==> src/rtl/tbc_pkg.sv <==
package tbc_pkg;
  typedef enum logic [1:0] {MODE_COF, MODE_LOOP, MODE_DETAIL, MODE_PC} mode_e;
  typedef enum logic [1:0] {ALIGN_BEGIN, ALIGN_MID, ALIGN_END} align_e;
  typedef enum logic [1:0] {KIND_DATA, KIND_FETCH, KIND_FREE} kind_e;
  typedef enum logic [1:0] {ST_IDLE, ST_PRE, ST_POST, ST_DONE} seq_e;
endpackage

==> src/rtl/tbc_qual.sv <==
module tbc_qual
  import tbc_pkg::*;
#(
  parameter int AW = 16,
  parameter int DW = 16
) (
  input  logic            clk,
  input  logic            rst_n,
  input  logic            clear,
  input  logic            cap_en,
  input  logic            secure,
  input  logic [1:0]      mode,
  input  logic            mon_valid,
  input  logic [AW-1:0]   mon_addr,
  input  logic [DW-1:0]   mon_data,
  input  logic [1:0]      mon_kind,
  input  logic            mon_cof,
  input  logic            mon_ibnd,
  output logic            wr_en,
  output logic [AW+DW-1:0] wr_word
);
  logic [AW-1:0] last_addr;
  logic          last_vld;
  logic          hit, dup;

  always_comb begin
    case (mode)
      MODE_COF, MODE_LOOP: hit = mon_valid & mon_ibnd & mon_cof;
      MODE_DETAIL:         hit = mon_valid & (mon_kind == KIND_DATA);
      default:             hit = mon_valid & mon_ibnd;
    endcase
    dup     = (mode == MODE_LOOP) && last_vld && (mon_addr == last_addr);
    wr_en   = cap_en & ~secure & hit & ~dup;
    wr_word = {(mode == MODE_DETAIL) ? mon_data : {DW{1'b0}}, mon_addr};
  end

  // loop filter remembers the address of the last written entry
  always_ff @(posedge clk or negedge rst_n) begin
    if (!rst_n) begin
      last_vld  <= 1'b0;
      last_addr <= '0;
    end else if (clear) begin
      last_vld  <= 1'b0;
    end else if (wr_en) begin
      last_vld  <= 1'b1;
      last_addr <= mon_addr;
    end
  end

  a_r6_secure_no_write: assert property (@(posedge clk) disable iff (!rst_n)
    secure |-> !wr_en);
  a_r3_no_repeat: assert property (@(posedge clk) disable iff (!rst_n)
    (wr_en && mode == MODE_LOOP && !clear) |=>
      !(wr_en && mode == MODE_LOOP && mon_addr == $past(mon_addr)));
endmodule

==> src/rtl/tbc_seq.sv <==
module tbc_seq
  import tbc_pkg::*;
#(
  parameter int DEPTH = 64
) (
  input  logic       clk,
  input  logic       rst_n,
  input  logic       arm,
  input  logic       trig,
  input  logic [1:0] align,
  input  logic       wr_en,
  output logic       cap_en,
  output logic       done
);
  localparam int CW   = $clog2(DEPTH) + 1;
  localparam int HALF = DEPTH / 2;

  seq_e          st;
  logic [CW-1:0] post, post_nx, lim;

  always_comb begin
    lim     = (align == ALIGN_BEGIN) ? CW'(DEPTH) : CW'(HALF);
    cap_en  = (st == ST_PRE && (align != ALIGN_BEGIN || trig)) || st == ST_POST;
    post_nx = ((st == ST_POST) ? post : '0) + CW'(wr_en);
    done    = (st == ST_DONE);
  end

  always_ff @(posedge clk or negedge rst_n) begin
    if (!rst_n) begin
      st   <= ST_IDLE;
      post <= '0;
    end else if (arm) begin
      st   <= ST_PRE;
      post <= '0;
    end else begin
      case (st)
        ST_PRE: if (trig) begin
          if (align == ALIGN_END) st <= ST_DONE;
          else begin
            post <= post_nx;
            st   <= (post_nx == lim) ? ST_DONE : ST_POST;
          end
        end
        ST_POST: begin
          post <= post_nx;
          if (post_nx == lim) st <= ST_DONE;
        end
        default: ;
      endcase
    end
  end

  a_r1_arm_not_done: assert property (@(posedge clk) disable iff (!rst_n)
    arm |=> !done);
  a_r7_no_write_after_done: assert property (@(posedge clk) disable iff (!rst_n)
    done |-> !wr_en);
endmodule

==> src/rtl/tbc_mem.sv <==
module tbc_mem #(
  parameter int DEPTH = 64,
  parameter int WW    = 16
) (
  input  logic                       clk,
  input  logic                       rst_n,
  input  logic                       clear,
  input  logic                       wr_en,
  input  logic [2*WW-1:0]            wr_word,
  input  logic                       done,
  input  logic                       rd_ready,
  output logic                       rd_valid,
  output logic [WW-1:0]              rd_data,
  output logic [$clog2(DEPTH):0]     count
);
  localparam int PW = $clog2(DEPTH);
  localparam int CW = PW + 1;

  logic [2*WW-1:0] mem [DEPTH];
  logic [PW-1:0]   wr_ptr, base, ent;
  logic [CW:0]     rd_idx;
  logic [2*WW-1:0] sel;

  always_comb begin
    base     = (count == CW'(DEPTH)) ? wr_ptr : '0;
    ent      = base + rd_idx[PW:1];
    sel      = mem[ent];
    rd_data  = rd_idx[0] ? sel[2*WW-1:WW] : sel[WW-1:0];
    rd_valid = done && (rd_idx < {count, 1'b0});
  end

  always_ff @(posedge clk) begin
    if (wr_en && !clear) mem[wr_ptr] <= wr_word;
  end

  always_ff @(posedge clk or negedge rst_n) begin
    if (!rst_n) begin
      wr_ptr <= '0;
      count  <= '0;
      rd_idx <= '0;
    end else if (clear) begin
      wr_ptr <= '0;
      count  <= '0;
      rd_idx <= '0;
    end else begin
      if (wr_en) begin
        wr_ptr <= wr_ptr + 1'b1;
        if (count != CW'(DEPTH)) count <= count + 1'b1;
      end
      if (rd_valid && rd_ready) rd_idx <= rd_idx + 1'b1;
    end
  end

  a_r11_count_cap: assert property (@(posedge clk) disable iff (!rst_n)
    count <= CW'(DEPTH));
  a_r1_clear_empty: assert property (@(posedge clk) disable iff (!rst_n)
    clear |=> (count == '0 && !rd_valid));
  a_r10_hold: assert property (@(posedge clk) disable iff (!rst_n)
    (rd_valid && !rd_ready && !clear) |=> (rd_valid && $stable(rd_data)));
endmodule

==> src/rtl/trace_buf_ctrl.sv <==
module trace_buf_ctrl
  import tbc_pkg::*;
#(
  parameter int DEPTH = 64,
  parameter int AW    = 16,
  parameter int DW    = 16
) (
  input  logic                   clk,
  input  logic                   rst_n,
  input  logic [1:0]             cfg_mode,
  input  logic [1:0]             cfg_align,
  input  logic                   arm,
  input  logic                   trig,
  input  logic                   secure,
  input  logic                   mon_valid,
  input  logic [AW-1:0]          mon_addr,
  input  logic [DW-1:0]          mon_data,
  input  logic [1:0]             mon_kind,
  input  logic                   mon_cof,
  input  logic                   mon_ibnd,
  output logic                   rd_valid,
  input  logic                   rd_ready,
  output logic [DW-1:0]          rd_data,
  output logic [$clog2(DEPTH):0] entry_count,
  output logic                   capture_done
);
  logic             cap_en, wr_en;
  logic [AW+DW-1:0] wr_word;

  tbc_qual #(.AW(AW), .DW(DW)) u_qual (
    .clk(clk), .rst_n(rst_n), .clear(arm), .cap_en(cap_en), .secure(secure),
    .mode(cfg_mode), .mon_valid(mon_valid), .mon_addr(mon_addr),
    .mon_data(mon_data), .mon_kind(mon_kind), .mon_cof(mon_cof),
    .mon_ibnd(mon_ibnd), .wr_en(wr_en), .wr_word(wr_word)
  );

  tbc_seq #(.DEPTH(DEPTH)) u_seq (
    .clk(clk), .rst_n(rst_n), .arm(arm), .trig(trig), .align(cfg_align),
    .wr_en(wr_en), .cap_en(cap_en), .done(capture_done)
  );

  tbc_mem #(.DEPTH(DEPTH), .WW(DW)) u_mem (
    .clk(clk), .rst_n(rst_n), .clear(arm), .wr_en(wr_en), .wr_word(wr_word),
    .done(capture_done), .rd_ready(rd_ready), .rd_valid(rd_valid),
    .rd_data(rd_data), .count(entry_count)
  );
endmodule

==> config.mk <==
export PLATFORM = sky130hd
export DESIGN_NAME = trace_buf_ctrl
export DESIGN_NICKNAME = d
export VERILOG_FILES = /design/src/rtl/tbc_pkg.sv /design/src/rtl/tbc_qual.sv /design/src/rtl/tbc_seq.sv /design/src/rtl/tbc_mem.sv /design/src/rtl/trace_buf_ctrl.sv
export SDC_FILE = /design/constraint.sdc
export NUM_CORES = 2
export LEC_CHECK = 0
export BUFFER_PORTS_ARGS = -buffer_cell sky130_fd_sc_hd__buf_2
export CORE_AREA = 3 3 347 383
export DETAILED_ROUTE_END_ITERATION = 10
export DIE_AREA = 0 0 350 386
export PLACE_DENSITY_LB_ADDON = 0.3
export SYNTH_ARGS = -nofsm -noshare
export SYNTH_HDL_FRONTEND = slang
export SYNTH_SLANG_ARGS = --single-unit
==> constraint.sdc <==
create_clock -name clk -period 5.3 [get_ports clk]
set_clock_uncertainty 0.15 [all_clocks]
set_input_delay 0.265 -clock clk [delete_from_list [all_inputs] [get_ports clk]]
set_output_delay 0.265 -clock clk [all_outputs]
set_load 0.03 [all_outputs]
# Word-level counts from Yosys, hierarchy flattened
# Memory sizes are Yosys's and may differ from the RTL's.
# Index checks and enable logic that the tools add are counted.
# word_totals
out_inout_bits	25
mem_bits_rw	2048
word_cells	85
regBits	47
mem_count	1
inputBits	47
# op_classes
n_eq_ne	13
mux	27
n_reduce_logical	22
n_addsub	5
bitwise_logic	9
n_lt_le_gt_ge	1
# memory_table
name	depth	width	rd	rd_ports_with_merged_regs	wr	line_no	rtl
u_mem.mem	64	32	1	0	1	tbc_mem.sv:19	logic [2*WW-1:0] mem [DEPTH];
# op_table
cell	count
7-bit two-way mux	8
16-bit two-way mux	2
6-bit two-way mux	3
16-bit == test	1
8-bit two-way mux	2
7-bit one-hot mux with 2 select lines	1
3-bit inequality test, second input constant	3
8-bit by 1-bit adder with 8-bit output, second input constant	1
2-bit == test, second input constant	4
8-bit < comparator	1
2-bit two-way mux	4
2-bit nonzero test	4
7-bit by 1-bit adder with 7-bit output	1
7-bit by 1-bit adder with 7-bit output, second input constant	1
7-bit == test	1
7-bit == test, second input constant	1
7-bit inequality test, second input constant	1
6-bit by 1-bit adder with 6-bit output, second input constant	1
6-bit adder	1
1-bit AND	6
1-bit logical AND	6
2-bit zero test	3
3-bit AND reduction	2
1-bit two-way mux	5
other kinds (9)	14

# Logic depth before layout (Yosys ltp)
# depth
ltp_word	14
mapped_depth	17

# By module
# From an unflattened synthesis, not the netlist that was laid out.
# hier_totals
hier_cells	4075
hier_area_um2	81902.3
# modules_own_cells
mod	seq_area_each_um2	area_each_um2	cells_per_inst	n_inst
tbc_mem	62024.5	80013.0	3893	1
tbc_qual	425.4	1146.1	100	1
tbc_seq	225.2	743.2	82	1

# Worst setup path before layout
# Ideal clock, no wire load.
# synth_path
path_type	reg2out
from	reg u_mem.count[0]
to	out rd_data[11]
t_arrival_ns	3.957
path_buffers	4
setup_slack_ns	0.928
path_stages_with_launch	16
cell_sequence	dfrtp_1 -> inv_1 -> ha_1 -> and3_1 -> and2_1 -> ha_1 -> fa_1 -> buf_2 -> buf_2 -> clkbuf_1 -> buf_1 -> mux4_2 -> a21oi_1 -> a211oi_1 -> o21ai_0 -> a21oi_1
# synth_between
elab_chain_cells	5
# synth_lines
element	line_no	rtl
start, declared	tbc_mem.sv:14	output logic [$clog2(DEPTH):0] count
start signal, assigned	tbc_mem.sv:48	if (count != CW'(DEPTH)) count <= count + 1'b1;
7-bit == test	tbc_mem.sv:25	base = (count == CW'(DEPTH)) ? wr_ptr : '0;
6-bit two-way mux	tbc_mem.sv:25	
6-bit adder	tbc_mem.sv:26	ent = base + rd_idx[PW:1];
memory read 64 x 32 bit	n/a	
16-bit two-way mux	tbc_mem.sv:28	rd_data = rd_idx[0] ? sel[2*WW-1:WW] : sel[WW-1:0];
end, declared	trace_buf_ctrl.sv:23	output logic [DW-1:0] rd_data,
# No other way between the ends.

# Final worst setup path
# layout_path
from	reg u_mem.count[2]
to	out rd_data[13]
# The elaborated chain is that of the path after synthesis.

==> run metrics <==
Total Routing Usage GR=34.61%; clk_lat worst skew=0.83 ns; Slew @ Worst Pin=1.440 ns; overall overflow remaining after global route=0; pre-CTS setup slack=-0.5655 ns; vias=45740; final WL=243300 µm; critical path's top delay family=compound AO/OA/AOI/OAI gates; min cycle time layout=5.742 ns; GR Util met1=47.22%; Slew Limit Fails=0; Syn Nets=3874; CP bufs+invs=3; Post-synth ARST share=2.243%; FP Rows=138; final setup vio count=16; dominant synthesized flop cell=edfxtp_1; RSZ-0062 raised after global routing=true; Avg Cell Area, Syn=21.37 µm²; Synth cell types=56; placed cell area=0.08620 mm²; worst setup margin=-0.4418 ns; status=finished, violations left; gp weighted congestion=0.8510; Min-Delay Path Class=in2async; GR Layer Usage met2=53.02%; largest fanout on the critical path=7; H-tree Lvls=4; Fmax=174.2 MHz; Worst setup SP type=register; DRT Pass-1 Iters=6; clock tree from TritonCTS=built; Die H=386 µm; Final Power=32800 µW; Mapped Cells=3809; relative slew slack=3.981%; critical path data required time=4.89 ns; clk buf depth=3; port buffer count=71; max incr delay on CP=0.75 ns; synth warn=0; I/O pins=72; leakage=0.03027 µW; Final Hold Fails=0; post-layout util=74.37%; initial drt markers=8303; antenna violations before repair=4; EDFF count, synth=2048; number of global-route vias before repair=44560; initial core utilization=63.10%; failing checks=setup timing; worst IR drop on VDD=0.0003370 V; Synth Register Bits=2095; TritonCTS Buffers=189; DRC violations left=0; Critical Path Slowest Stage Cell=fa_4; sequential fraction of the synthesis area=77.00%; HPWL Detailed=110200 µm; Crit. End Element=primary output; max cap viols=0; Clock Pin Slew Worst Setup and Hold Paths=0.06 ns; Root Buffer=clkbuf_16; Netlist Area Pre-Place=0.08139 mm²; share of cells above drive strength 1=35.45%; cell chain of the critical path=nor4_4, and3_4, and2_4, ha_4, fa_4, buf_12, buf_16, mux4_2, nand2_1, a21oi_1, a2111oi_2, a211oi_2, o21ai_2, a21oi_2, buf_6; Top Usage Layer GRT=met2; final period utilization=108.3%; Routed WL per cell=40.04 µm; largest net degree at the start of global routing=66; Die Width=350 µm; WP data arrival=5.33 ns; DIE AREA=0.1351 mm²; CP Class=reg2out; vias per cell=7.529; core box area=0.1290 mm²; power per cell area=341.9 mW/mm²; nets=4298; met3 Use GR=10.02%; total clock sinks=2095; synth-to-layout area growth=17.86%; Antenna Nets Post-Route=0; Layout Cell Area excl Fill=0.09593 mm²; first-pass GRT wire length=325600 µm
==> power breakdown <==
part	internal, µW	switching, µW	total (µW)
Sequential	18200	30.1	18200
Combinational	122	404	527
Clock	7820	6250	14100
Total	26100	6680	32800
==> state kept, by name, indices dropped and copies added, names as in the netlist <==
signal and count:
u_mem.mem 2048, u_qual.last_addr 16, u_mem.rd_idx 8, u_mem.count 7
u_seq.post 7, u_mem.wr_ptr 6, u_seq.st 2, u_qual.last_vld 1
==> per-stage QoR <==
stage          setup TNS, ns  hold slack (ns)  instances
2_1_floorplan              0          -0.1806       3809
3_3_place_gp          -1.713           0.3051       5631
3_5_place_dp          -1.083           0.3128       5632
4_1_cts               -4.296         0.005607       6036
5_1_grt               -5.632          0.06175       6072
6_report              -5.014          0.04869       6075
==> synthesized netlist by cell type, types with 10 or more instances <==
cell | count | share of area, %
nor2_1 | 88 | 0.41
o32ai_1 | 16 | 0.17
nand2_1 | 209 | 0.96
inv_1 | 19 | 0.088
edfxtp_1 | 2048 | 76
a2111oi_0 | 32 | 0.34
a31oi_1 | 34 | 0.26
or4_1 | 21 | 0.19
nor4_1 | 20 | 0.15
dfrtp_1 | 47 | 1.4
and3_1 | 51 | 0.39
o21ai_0 | 35 | 0.22
a211oi_1 | 18 | 0.17
mux2i_1 | 116 | 1.4
clkbuf_1 | 96 | 0.44
mux4_2 | 512 | 14
xnor2_1 | 33 | 0.36
mux2_2 | 32 | 0.44
ha_1 | 17 | 0.26
buf_2 | 87 | 0.53
o22ai_1 | 34 | 0.26
nand3_1 | 15 | 0.092
a21oi_1 | 93 | 0.57
and2_1 | 24 | 0.18
buf_1 | 25 | 0.12
o21ai_1 | 10 | 0.061
==> timing repair <==
item,in CTS,in global routing
pin swaps,25,51
endpoints found under the setup margin,16,48
buffers inserted,23,32
cloned,16,12
hold buffers,16,0
endpoints found under the hold margin,101,0
resized for setup,256,204
==> area by class of cell <==
| class | count | area, µm² |
|---|---|---|
| Sequential cell | 2095 | 62680 |
| Fill cell | 6198 | 33060 |
| Multi-Input combinational cell | 1478 | 20030 |
| Clock buffer | 224 | 4913 |
| Timing Repair Buffer | 450 | 4801 |
| Tap cell | 1680 | 2102 |
| Clock inverter | 126 | 1321 |
| Inverter | 19 | 71.32 |
| Antenna cell | 3 | 7.507 |
==> cells by family (layout without fill, tap and decap cells) <==
group                      count (synthesis)  in the layout  share of synthesized area, %
AOI/OAI and AO/OA                        285            285                         2.189
xor gates and xnor gates                  41             41                        0.4504
other                                      0              3                             0
muxes                                    660            660                         16.04
and+or+nand+nor                          474            474                         2.767
buffers and inverters                    236            819                         1.268
DFF                                     2095           2095                         77.00
adders and majority gates                 18             18                        0.2859
==> layout by cell type, fill, tap and decap left out, types with 30 or more instances in the layout <==
master / synthesis / routed
a21oi_1: 93 / 61
and3_1: 51 / 47
edfxtp_1: 2048 / 2048
a31oi_1: 34 / 32
clkinv_1: 0 / 45
xnor2_1: 33 / 30
clkbuf_1: 96 / 32
nand2_1: 209 / 196
mux4_2: 512 / 512
nor2_4: 0 / 65
clkbuf_16: 0 / 203
dfrtp_1: 47 / 46
buf_2: 87 / 56
mux2i_1: 116 / 70
clkinv_2: 0 / 30
buf_12: 0 / 52
nor2_1: 88 / 31
buf_4: 8 / 256
==> final timing paths <==
| check | slack, ns | depth (start not counted) | to | start |
|---|---|---|---|---|
| worst max-delay path | -0.44 | 15 | rd_data[13] | u_mem.count[2]$_DFFE_PN0P_ |
| worst min-delay path | 0.05 | 2 | u_mem.count[1]$_DFFE_PN0P_ | rst_n |
| worst max register to register | 0.27 | 18 | u_seq.st[0]$_DFFE_PN0P_ | u_qual.last_addr[7]$_DFFE_PN0P_ |
| worst min register to register | 0.32 | 2 | u_seq.post[0]$_DFFE_PN0P_ | u_seq.post[0]$_DFFE_PN0P_ |
| max in group asynchronous | 4.19 | 2 | u_mem.count[3]$_DFFE_PN0P_ | rst_n |
| min in group clk | 0.05 | 2 | u_mem.mem[44][10]$_DFFE_PP_ | mon_addr[10] |
==> per-layer routing <==
metal / part of all wire (%) / wire length [µm]
met1: 32 / 78550
met2: 47 / 114800
met3: 15 / 36230
met4: 5.6 / 13690
met5: 0.010 / 25
(Power assumes the default switching activity.)
